===== config.mk =====
export PLATFORM = sky130hd
export DESIGN_NAME = gpio_pad_ctrl
export DESIGN_NICKNAME = d
export VERILOG_FILES = /design/src/rtl/gpio_pkg.sv /design/src/rtl/gpio_pad_sync.sv /design/src/rtl/gpio_pad_event.sv /design/src/rtl/gpio_irq_ctrl.sv /design/src/rtl/gpio_pad_ctrl.sv
export SDC_FILE = /design/constraint.sdc
export NUM_CORES = 1
export LEC_CHECK = 0
export BUFFER_PORTS_ARGS = -buffer_cell sky130_fd_sc_hd__buf_2
export CAP_MARGIN = 20
export CORE_MARGIN = 5
export CORE_UTILIZATION = 30
export CTS_BUF_LIST = sky130_fd_sc_hd__clkbuf_16
export CTS_CLUSTER_DIAMETER = 120
export DETAILED_ROUTE_END_ITERATION = 12
export PLACE_DENSITY_LB_ADDON = 0.1
export SLEW_MARGIN = 20
export SYNTH_ARGS = -nofsm -noshare
export SYNTH_HDL_FRONTEND = slang
export SYNTH_SLANG_ARGS = --single-unit

===== constraint.sdc =====
create_clock -name clk_i -period 4 [get_ports clk_i]
set_clock_uncertainty 0.1 [all_clocks]
set_input_delay 0.8 -clock clk_i [delete_from_list [all_inputs] [get_ports clk_i]]
set_output_delay 0.8 -clock clk_i [all_outputs]
set_load 0.005 [all_outputs]

===== src/rtl/gpio_pkg.sv =====
package gpio_pkg;
  localparam int PADS_MAX  = 15;
  localparam int LINES     = 16;
  localparam int SEL_W     = $clog2(LINES);
  localparam int ADDR_W    = 16;
  localparam logic [ADDR_W-1:0] STAT_ADDR = 16'h0300;
  localparam logic [ADDR_W-1:0] MASK_ADDR = 16'h0380;
  localparam logic [ADDR_W-1:0] PAD_BASE  = 16'h4400;
  localparam int GROUP_STRIDE = 1024;
  localparam int PAD_STRIDE   = 8;

  typedef enum logic [2:0] {
    TRIG_OFF   = 3'd0,
    TRIG_FALL  = 3'd1,
    TRIG_RISE  = 3'd2,
    TRIG_BOTH  = 3'd3,
    TRIG_LEVEL = 3'd4
  } trig_e;

  function automatic logic [ADDR_W-1:0] pad_cfg_addr(input int g, input int p);
    return PAD_BASE + ADDR_W'(g * GROUP_STRIDE) + ADDR_W'(p * PAD_STRIDE);
  endfunction
endpackage


===== src/rtl/gpio_pad_sync.sv =====
module gpio_pad_sync #(
  parameter int W = 8
) (
  input  logic         clk_i,
  input  logic         rst_ni,
  input  logic [W-1:0] d_i,
  output logic [W-1:0] q_o
);
  logic [W-1:0] meta_q, sync_q;

  always_ff @(posedge clk_i or negedge rst_ni) begin
    if (!rst_ni) begin
      meta_q <= '0;
      sync_q <= '0;
    end else begin
      meta_q <= d_i;
      sync_q <= meta_q;
    end
  end

  assign q_o = sync_q;
endmodule


===== src/rtl/gpio_pad_event.sv =====
module gpio_pad_event
  import gpio_pkg::*;
(
  input  logic       clk_i,
  input  logic       rst_ni,
  input  logic       rx_i,
  input  logic       inv_i,
  input  logic [2:0] mode_i,
  output logic       evt_o
);
  logic lvl, prev_q, rise, fall;

  assign lvl = rx_i ^ inv_i;

  always_ff @(posedge clk_i or negedge rst_ni) begin
    if (!rst_ni) prev_q <= 1'b0;
    else         prev_q <= lvl;
  end

  assign rise = lvl & ~prev_q;
  assign fall = ~lvl & prev_q;

  always_comb begin
    unique case (mode_i)
      TRIG_FALL:  evt_o = fall;
      TRIG_RISE:  evt_o = rise;
      TRIG_BOTH:  evt_o = rise | fall;
      TRIG_LEVEL: evt_o = lvl;
      default:    evt_o = 1'b0;
    endcase
  end
endmodule


===== src/rtl/gpio_irq_ctrl.sv =====
module gpio_irq_ctrl #(
  parameter int N = 16
) (
  input  logic         clk_i,
  input  logic         rst_ni,
  input  logic [N-1:0] set_i,
  input  logic         clr_we_i,
  input  logic         mask_we_i,
  input  logic [N-1:0] wdata_i,
  output logic [N-1:0] status_o,
  output logic [N-1:0] mask_o,
  output logic         irq_o
);
  logic [N-1:0] status_q, mask_q, clr;
  logic         irq_q;

  assign clr = clr_we_i ? wdata_i : '0;

  always_ff @(posedge clk_i or negedge rst_ni) begin
    if (!rst_ni) begin
      status_q <= '0;
      mask_q   <= '0;
      irq_q    <= 1'b0;
    end else begin
      status_q <= (status_q & ~clr) | set_i;
      if (mask_we_i) mask_q <= wdata_i;
      irq_q <= |(status_q & mask_q);
    end
  end

  assign status_o = status_q;
  assign mask_o   = mask_q;
  assign irq_o    = irq_q;
endmodule


===== src/rtl/gpio_pad_ctrl.sv =====
module gpio_pad_ctrl
  import gpio_pkg::*;
#(
  parameter int NUM_GROUPS = 3,
  parameter logic [NUM_GROUPS*4-1:0] GROUP_PADS = 12'h9F8,
  localparam int NPAD = NUM_GROUPS * PADS_MAX
) (
  input  logic              clk_i,
  input  logic              rst_ni,
  input  logic              we_i,
  input  logic              re_i,
  input  logic [ADDR_W-1:0] addr_i,
  input  logic [31:0]       wdata_i,
  output logic [31:0]       rdata_o,
  input  logic [NPAD-1:0]   pad_in_i,
  output logic [NPAD-1:0]   pad_out_o,
  output logic              irq_o
);
  logic [NPAD-1:0]  rx_sync, hit0, hit1, tx_vec, inv_vec, evt;
  logic [SEL_W-1:0] sel_arr  [NPAD];
  logic [2:0]       mode_arr [NPAD];
  logic [LINES-1:0] line_set, stat_q, mask_q;
  logic [31:0]      rdata_d, rdata_q;
  logic             unused_bits;

  assign unused_bits = ^wdata_i[27:16];

  gpio_pad_sync #(.W(NPAD)) u_sync (
    .clk_i (clk_i),
    .rst_ni(rst_ni),
    .d_i   (pad_in_i),
    .q_o   (rx_sync)
  );

  for (genvar g = 0; g < NUM_GROUPS; g++) begin : g_grp
    for (genvar p = 0; p < PADS_MAX; p++) begin : g_pad
      localparam int IDX = g * PADS_MAX + p;
      localparam logic [ADDR_W-1:0] A0 = pad_cfg_addr(g, p);
      localparam logic [ADDR_W-1:0] A1 = A0 + ADDR_W'(4);
      if (p < int'(GROUP_PADS[g*4 +: 4])) begin : g_impl
        logic             tx_r, inv_r;
        logic [SEL_W-1:0] sel_r;
        logic [2:0]       mode_r;

        assign hit0[IDX] = (addr_i == A0);
        assign hit1[IDX] = (addr_i == A1);

        always_ff @(posedge clk_i or negedge rst_ni) begin
          if (!rst_ni) begin
            tx_r   <= 1'b0;
            sel_r  <= '0;
            mode_r <= '0;
            inv_r  <= 1'b0;
          end else if (we_i) begin
            if (hit0[IDX]) begin
              tx_r  <= wdata_i[1];
              sel_r <= wdata_i[31:28];
            end
            if (hit1[IDX]) begin
              mode_r <= wdata_i[2:0];
              inv_r  <= wdata_i[6];
            end
          end
        end

        gpio_pad_event u_evt (
          .clk_i (clk_i),
          .rst_ni(rst_ni),
          .rx_i  (rx_sync[IDX]),
          .inv_i (inv_r),
          .mode_i(mode_r),
          .evt_o (evt[IDX])
        );

        assign tx_vec[IDX]   = tx_r;
        assign inv_vec[IDX]  = inv_r;
        assign sel_arr[IDX]  = sel_r;
        assign mode_arr[IDX] = mode_r;
      end else begin : g_none
        assign hit0[IDX]     = 1'b0;
        assign hit1[IDX]     = 1'b0;
        assign evt[IDX]      = 1'b0;
        assign tx_vec[IDX]   = 1'b0;
        assign inv_vec[IDX]  = 1'b0;
        assign sel_arr[IDX]  = '0;
        assign mode_arr[IDX] = '0;
      end
    end
  end

  assign pad_out_o = tx_vec;

  // route pad events onto shared lines
  always_comb begin
    line_set = '0;
    for (int i = 0; i < NPAD; i++)
      if (evt[i]) line_set[sel_arr[i]] = 1'b1;
  end

  gpio_irq_ctrl #(.N(LINES)) u_irq (
    .clk_i    (clk_i),
    .rst_ni   (rst_ni),
    .set_i    (line_set),
    .clr_we_i (we_i && addr_i == STAT_ADDR),
    .mask_we_i(we_i && addr_i == MASK_ADDR),
    .wdata_i  (wdata_i[LINES-1:0]),
    .status_o (stat_q),
    .mask_o   (mask_q),
    .irq_o    (irq_o)
  );

  always_comb begin
    rdata_d = '0;
    if (addr_i == STAT_ADDR) rdata_d[LINES-1:0] = stat_q;
    if (addr_i == MASK_ADDR) rdata_d[LINES-1:0] = mask_q;
    for (int i = 0; i < NPAD; i++) begin
      if (hit0[i]) rdata_d = rdata_d | {sel_arr[i], 26'b0, tx_vec[i], rx_sync[i]};
      if (hit1[i]) rdata_d = rdata_d | {25'b0, inv_vec[i], 3'b0, mode_arr[i]};
    end
  end

  always_ff @(posedge clk_i or negedge rst_ni) begin
    if (!rst_ni)   rdata_q <= '0;
    else if (re_i) rdata_q <= rdata_d;
  end

  assign rdata_o = rdata_q;
endmodule


Yosys cells after proc, flatten, opt, wreduce, memory -nomap -nowiden. Index checks and enable logic that the tools add are counted.

Reductions and logical operators: 99. Eq/ne operators: 194. $lt $le $gt $ge: 64. Mux-type cells: 195. Bitwise logic cells: 291.

Operator list (count): 32-bit 2-to-1 mux (64); 16-bit by 15-bit == test with 1-bit output, second input constant (64); 32-bit by 7-bit OR with 32-bit output (32); 32-bit OR (31); 16-bit 2-to-1 mux (35); 16-bit OR (32); 3-bit by 2-bit == test with 1-bit output, second input constant (64); 4-bit by 5-bit < comparator with 1-bit output, second input constant (32); 1-bit demux with 4-bit select (32); 4-bit by 1-bit >= comparator with 1-bit output, second input constant (32); 1-bit one-hot mux with 4 select lines (32); 2-bit AND reduction (64); 3-bit by 1-bit == test with 1-bit output, second input constant (32); 3-bit == test, second input constant (32); 1-bit bitwise AND (64); 1-bit inverter (64); 1-bit logical AND (34); 16-bit bitwise AND (2); 16-bit by 10-bit == test with 1-bit output, second input constant (2); 1-bit 2-to-1 mux (32); 1-bit OR (32); 16-bit by 32-bit OR with 32-bit output (1); 1-bit bitwise XOR (32); 16-bit inverter (1); 16-bit OR reduction (1).

Logic and storage cells: 1009. Input bits: 97. Register bits: 463. Output and inout bits: 78.

Longest topological paths before layout. Gate-level depths: netlist (run 1).

Depth in word-level cells: 131. Mapped depth: 11. Mapped depth without buffers: 10.

Hierarchy. A second synthesis (run 1) with hierarchy kept.

Cell total of the unflattened synthesis: 2676. Area, all modules: 26563.0 um2.

By module, submodules not included: gpio_pad_ctrl (area an instance 19643.8 um2, times used 1, cells each 2076, seq. area each 7707.4 um2); gpio_pad_event (area an instance 103.8 um2, times used 32, cells each 13, seq. area each 25.0 um2); gpio_pad_sync (area an instance 2252.2 um2, times used 1, cells each 90, seq. area each 2252.2 um2); gpio_irq_ctrl (area an instance 1343.8 um2, times used 1, cells each 94, seq. area each 825.8 um2).

Least setup slack after synthesis (run 1). Ideal clock, no wire load.

Kind: input-to-reg. Start: input port addr_i[7]. End: register u_irq.status_q[12] (netlist: u_irq.status_o[12]). Arrival: 2.907 ns. Library setup time: 0.138 ns. Path buffers: 3. Stages on the path: 10. Required time: 3.762 ns. Setup slack: 0.854 ns. Path through: clkbuf_1 > nor4_4 > and4_1 > buf_4 > and2_4 > buf_6 > a21boi_2 > a41o_1 > or3_1 > or4_1.

Word-level cells in the longest chain between the ends: 6.

Ends and longest elaborated chain: start: declaration (RTL line gpio_pad_ctrl.sv:12) `input logic [ADDR_W-1:0] addr_i,`; 16-bit by 10-bit == test with 1-bit output (RTL line gpio_pad_ctrl.sv:104) `.clr_we_i (we_i && addr_i == STAT_ADDR),`; 1-bit logical AND (RTL line gpio_pad_ctrl.sv:104); 16-bit 2-to-1 mux (RTL line gpio_irq_ctrl.sv:17) `assign clr = clr_we_i ? wdata_i : '0;`; 16-bit inverter (RTL line gpio_irq_ctrl.sv:25) `status_q <= (status_q & ~clr) | set_i;`; 16-bit bitwise AND (RTL line gpio_irq_ctrl.sv:25); 16-bit OR (RTL line gpio_irq_ctrl.sv:25); end signal: assignment (RTL line gpio_irq_ctrl.sv:25); end: declaration (RTL line gpio_irq_ctrl.sv:14) `logic [N-1:0] status_q, mask_q, clr;`.

Every way passes these cells. A chain may end at the register's enable or synchronous reset.

Worst setup path in the final report (run 1).
Start: register u_sync.sync_q[2] (netlist: u_sync.q_o[2]). End: register u_irq.status_q[5] (netlist: u_irq.status_o[5]).

Word-level cells in the longest chain between the ends: 65. Elaborated cells on any way between the ends: 66. Those cells by class: mux: 31; bitwise: 35.

Ends and longest elaborated chain: start: declaration (RTL line gpio_pad_sync.sv:9) `logic [W-1:0] meta_q, sync_q;`; start signal: assignment (RTL line gpio_pad_sync.sv:17) `sync_q <= meta_q;`; 1-bit bitwise XOR * (RTL line gpio_pad_event.sv:13) `assign lvl = rx_i ^ inv_i;`; named net g_grp[0].g_pad[2].g_impl.u_evt.lvl (RTL line gpio_pad_event.sv:11) `logic lvl, prev_q, rise, fall;`; 1-bit inverter (RTL line gpio_pad_event.sv:21) `assign fall = ~lvl & prev_q;`; 1-bit bitwise AND (RTL line gpio_pad_event.sv:21); 1-bit OR (RTL line gpio_pad_event.sv:27) `TRIG_BOTH: evt_o = rise | fall;`; 1-bit one-hot mux with 4 select lines * (RTL line gpio_pad_event.sv:24) `unique case (mode_i)`; 16-bit 2-to-1 mux * (RTL line gpio_pad_ctrl.sv:97) `if (evt[i]) line_set[sel_arr[i]] = 1'b1;`; 16-bit OR (no source line); [... 50 more ...]; 16-bit 2-to-1 mux * (RTL line gpio_pad_ctrl.sv:97); 16-bit OR (no source line); 16-bit 2-to-1 mux * (RTL line gpio_pad_ctrl.sv:97); 16-bit OR (no source line); 16-bit 2-to-1 mux * (RTL line gpio_pad_ctrl.sv:97); 16-bit OR (no source line); 16-bit 2-to-1 mux * (RTL line gpio_pad_ctrl.sv:97); 16-bit OR * (RTL line gpio_irq_ctrl.sv:25).

The timed path passes the listed nets; every way through them passes the cells marked *.

==> flow_summary.toml, run 1 <==
[placement]
dp_slack_ps = -42.3
dp_hpwl_um = 145000
gp_congestion = 1.02
dpl_cell_area_um2 = 30800
io_buffers = 124

[sta]
finalCriticalPeriod_ps = 4010
timing.final.ws_setup_ps = -6.96
tightest_slew_ps = 1140
rsz0062_at_grt = "no"
final_max_slew_viol_count = 0
hold_viol = 0
finalSetupViolations = 1
min_period_over_period_pct = 100
slew_headroom_pct = 23.4
fmax_mhz = 250

[synth]
synth_area_leader_cell = "dfrtp_1"
async_reset_ff_share_pct = 100
synth_area_um2 = 27000
ys_ff_latch = 437
synth_edf_count = 0
netlist_instances = 2842
postSynthAreaPerCell_um2 = 9.48
yosysSeqAreaShare_pct = 40.6
synth_top_area_share_pct = 40.6
ys.flop_type = "dfrtp_1"
ys.warnings.count = 0
synthMostInstantiatedCell = "dfrtp_1"
synthDistinctLibCells = 90
synth_commonest_cells = "dfrtp_1, mux2_2, nor2_1, nand2_1, clkbuf_1"
synth_area_leaders = "dfrtp_1, mux2_2, nor2_1"

[cts]
cts_setup_buffers = 0
root_buffer = "clkbuf_16"
holdBufCountCts = 0
cts_tree = "built"
clockBufferDepth = 3
clk_transition_reported_paths_ps = 60
htreeDepth = 2
insertion_delay_ps = 690
cts.sinks = 437
cts_inserted_buffers = 52

[power]
power_mw = 10.0
p_leak_nw = 14.1
pwr_density_cell_nw_per_um2 = 307
vdd_drop_max_mv = 0.535

[die]
die_h_um = 310
pin_count = 175
core_um2 = 89600
die_area_um2 = 95900
start_util_pct = 30.1
rows = 110
fp.dieW_um = 310

[drt]
dr.pass1.iters = 7
avgViaCountPerCell = 6.08
ant_nets = 0
num_vias = 26600
wl_per_cell_um = 40.1
drc = 0
wirelength_um = 176000
drt_iter0_markers = 2883

[finish]
fin_area_um2 = 32600
nets = 3321
drive_above_1_share_pct = 27.4
syn2layout_area_growth_pct = 20.8

[job]
drv_cap = 0

[setup_path]
start_kind = "flop"
worstSetupEndpointType = "flop"
cp.arrival_ps = 4430
path_class = "flop to flop"
cp.required_ps = 4430
path_max_fanout = 8

[run_status]
violations = "setup timing"
outcome = "finished with violations"

[global_route]
grt_start_max_net_pins = 89
grt_pass1_wl_um = 233000
gr-usage-all-layers_pct = 35.7
grt_pass1_vias = 26200
grt_remaining_overflow = 0
antenna_found_initial = 7

[min_path]
hold_path_class = "input pin to asynchronous set/reset pin"
[worst max-delay path: stages, from the launching register on]
cell and delay, ps:
dfrtp_1 470, xnor2_1 290, inv_1 100, ha_1 200, nand2_1 60, o221ai_1 390
and2_1 420, and3_1 200, a2111oi_1 770, buf_4 230, nand4_1 100, buf_4 190
or3_1 300
[path summary, 6_finish.rpt]
kind | startpoint | endpoint | slack, ps | depth (start not counted)
setup / recovery | u_sync.q_o[2] | u_irq.status_o[5] | -7 | 12
hold / removal | rst_ni | g_grp[1].g_pad[0].g_impl.sel_r[0] | 110 | 1
setup reg to reg | u_sync.q_o[2] | u_irq.status_o[5] | -7 | 12
hold reg to reg | u_sync.meta_q[38] | u_sync.q_o[38] | 250 | 0
max in group asynchronous | rst_ni | g_grp[1].g_pad[14].g_impl.inv_r | 2680 | 2
min in group clk_i | pad_in_i[37] | u_sync.meta_q[37] | 110 | 1
[registers in the layout, summed over array words and instances (netlist names)]
register                         flops
g_grp.g_pad.g_impl.sel_r           128
g_grp.g_pad.g_impl.mode_r           96
g_grp.g_pad.g_impl.inv_r            32
g_grp.g_pad.g_impl.tx_r             32
g_grp.g_pad.g_impl.u_evt.prev_q     32
u_sync.meta_q                       32
u_sync.q_o                          32
rdata_o                             20
u_irq.mask_o                        16
u_irq.status_o                      16
u_irq.irq_o                          1
[final cells by class]
class | instances | area, um2
multi-input cells | 2111 | 14700
repair buffers | 451 | 3250
diodes | 8 | 20.0
clock inverters | 41 | 434
flip-flops and latches | 437 | 10900
fillers | 9196 | 57000
inverters | 107 | 402
clock buffers | 52 | 1300
well taps | 1176 | 1470
[power breakdown]
group          switching [mW]  total, mW  internal, mW
Sequential             0.0507       4.54          4.49
Clock                    2.12       4.89          2.77
Combinational           0.410      0.572         0.162
[kinds of logic after synthesis]
logic type                 share of synthesized area (%)
and+or+nand+nor                                     22.1
muxes                                               12.0
DFF                                                 40.6
AOI/OAI and AO/OA                                   15.9
adders and majority gates                           2.97
buffers and inverters                               5.40
other                                             0.0139
xor gates and xnor gates                            1.04
[placed cells by master (no fill, tap or decap), types with 76 or more instances in the layout]
master	Yosys	routed
nand2b_1	78	78
buf_4	61	314
inv_1	107	110
mux2_2	280	280
nor2_1	228	224
o21ai_0	82	82
a22oi_1	92	92
buf_2	19	123
dfrtp_1	437	437
nand2_1	223	223
nor2b_1	76	76
nand3_1	118	118
[what timing repair did]
action	in CTS	in global routing
endpoints found under the hold margin	0	0
setup endpoints to repair	1	5
gates resized for setup	1	5
[per-layer routing]
layer / GRT usage (%) / vias to the layer above / wire (um)
met1: 44.1 / 13800 / 69500
met2: 58.6 / 1324 / 81000
met4: 22.4 / 2 / 13900
li1: - / 11100 / -
met5: 0 / - / 11
met3: 5.49 / 344 / 11200
[metrics by stage]
step | TNS, ps | hold slack (ps) | cells | util, %
floorplan | 0 | 231 | 2866 | -
global placement | -11.7 | 234 | 4282 | 34.3
detailed placement | -42.3 | 235 | 4282 | 34.3
CTS | 0 | 77.5 | 4375 | 36.3
global route | 0 | 89.5 | 4375 | 36.3
finish | -6.96 | 110 | 4383 | 36.3
(Power assumes the default switching activity.)
==> run 2, diff against run 1 <==
CORE_UTILIZATION = 35   (was 30)
==> flow_summary.toml, run 2 (same netlist as run 1, synthesis figures left out) <==
[run_status]
outcome = "finished with violations"
violations = "setup timing"

[global_route]
grt_remaining_overflow = 0
antenna_found_initial = 9
grt_start_max_net_pins = 111
grt_pass1_vias = 26200
gr-usage-all-layers_pct = 38.3
grt_pass1_wl_um = 219000

[finish]
syn2layout_area_growth_pct = 18.4
final_cells = 4183
fin_area_um2 = 31900
nets = 3265
drive_above_1_share_pct = 26.0
nFillCells = 7560
reg_top3 = "g_grp.g_pad.g_impl.sel_r (128), g_grp.g_pad.g_impl.mode_r (96)"
largest_register_ffs = 128
top_register = "g_grp.g_pad.g_impl.sel_r"
mostFrequentLayoutCell = "dfrtp_1"
final_cell_mix = "dfrtp_1, mux2_2, buf_4, nor2_1, nand2_1"

[cts]
clockBufferDepth = 3
cts_tree = "built"
cts_inserted_buffers = 52
htreeDepth = 2
cts_setup_buffers = 0
insertion_delay_ps = 660
cts.sinks = 437
root_buffer = "clkbuf_16"
clk_transition_reported_paths_ps = 60

[sta]
rsz0062_at_grt = "no"
finalSetupViolations = 2
finalCriticalPeriod_ps = 4010
hold_viol = 0
timing.final.ws_setup_ps = -14.5
fmax_mhz = 249
min_period_over_period_pct = 100
final_max_slew_viol_count = 0
tightest_slew_ps = 1220
slew_headroom_pct = 18.0
hold_ws_ps = 150

[die]
core_um2 = 76200
die_h_um = 288
fp.dieW_um = 288
start_util_pct = 35.4
rows = 101
die_area_um2 = 82700
pin_count = 175

[power]
p_leak_nw = 13.8
vdd_drop_max_mv = 0.350
pwr_density_cell_nw_per_um2 = 314

[setup_path]
slowest_delay_ps = 520
crit_path_cell_trace = "xor2_1 -> inv_1 -> ha_1 -> and3b_1 -> a311o_1 -> nand4_1 -> buf_4 -> o22ai_1 -> buf_4 -> a211oi_1 -> nor4b_1 -> buf_4 -> nand4_1"
cp.required_ps = 4280
path_max_fanout = 4
cp.arrival_ps = 4300
worstSetupEndpointType = "flop"
crit_slowest_cell = "nor4b_1"
path_class = "flop to flop"
start_kind = "flop"
cpMostUsedCell = "buf_4"

[placement]
gp_congestion = 1.07
dp_hpwl_um = 133000
dpl_cell_area_um2 = 30100
dp_cells = 4079
io_buffers = 124

[drt]
wl_per_cell_um = 38.9
drt_iter0_markers = 3421
ant_nets = 0
wirelength_um = 163000
num_vias = 26800
dr.pass1.iters = 6
drc = 0
avgViaCountPerCell = 6.40

[job]
drv_cap = 0

[min_path]
hold_path_class = "input pin to flop"
-- run 2: cell count changes in the layout (fill, tap and decap cells not counted), moves of 2 or more --
cell and change:
o21ai_1 +2, o31ai_2 -2, o31ai_1 +2, inv_1 +3, clkinvlp_4 +2, o21ai_0 -2
clkinv_1 -3, a2111oi_1 -2, buf_12 -5, clkinv_2 -3, inv_6 +3, buf_4 -52
a2111oi_0 +3
-- run 2: cell type report --
| type | instances | area (um2) | share of cell area, % |
|---|---|---|---|
| Antenna cell | 7 | 17.5 | 0.0549 |
| Clock buffer | 52 | 1300 | 4.08 |
| Clock inverter | 44 | 464 | 1.46 |
| Inverter | 107 | 402 | 1.26 |
| Multi-Input combinational cell | 2111 | 14700 | 46.2 |
| Sequential cell | 437 | 10900 | 34.3 |
| Tap cell | 1030 | 1290 | 4.04 |
| Timing Repair Buffer | 395 | 2770 | 8.68 |
-- run 2: where the power goes --
part           internal (mW)  switching [mW]
registers               4.49          0.0502
clock network           2.79            2.14
logic                  0.156           0.400
-- run 2: final timing paths --
kind / startpoint / end / slack [ps] / cells after the start
worst max-delay path: g_grp[0].g_pad[3].g_impl.inv_r / u_irq.status_o[15] / -10 / 13
worst min-delay path: pad_in_i[3] / u_sync.meta_q[3] / 150 / 1
worst max register to register: g_grp[0].g_pad[3].g_impl.inv_r / u_irq.status_o[15] / -10 / 13
worst min register to register: u_sync.meta_q[35] / u_sync.q_o[35] / 240 / 0
max in group asynchronous: rst_ni / u_sync.meta_q[26] / 2130 / 3
min in group asynchronous: rst_ni / g_grp[1].g_pad[4].g_impl.sel_r[0] / 520 / 2
-- run 2: critical path: cells and delay by family, from the launching register on --
| kind | cells | cell delay (ps) |
|---|---|---|
| compound gates | 3 | 890 |
| simple gates | 4 | 1050 |
| fa+ha+maj | 1 | 200 |
| xor+xnor | 1 | 320 |
| buf+inv | 4 | 740 |
| flops | 1 | 420 |
-- run 2: what timing repair did --
action / CTS / global route
hold buffers: 1 / 0
endpoints found under the hold margin: 17 / 0
setup endpoints to repair: 0 / 1
gates resized for setup: 0 / 1
-- run 2: metrics by stage --
stage	setup TNS (ps)	utilization [%]	total power, mW	setup WS, ps
after CTS	0	41.8	10.1	42.9
after global placement	0	39.5	5.15	39.8
after global routing	0	41.8	10.3	7.06
after detailed placement	0	39.5	5.16	84.1
final	-25.4	41.9	10.0	-14.5
after floorplan	0	-	4.83	854
-- run 2: routing by layer --
metal | track usage, % | vias up | wire (um)
li1 | - | 11000 | -
met1 | 46.1 | 13600 | 60300
met4 | 28.5 | 0 | 16000
met5 | 0 | - | 0
met3 | 7.85 | 489 | 13700
met2 | 60.7 | 1617 | 72700
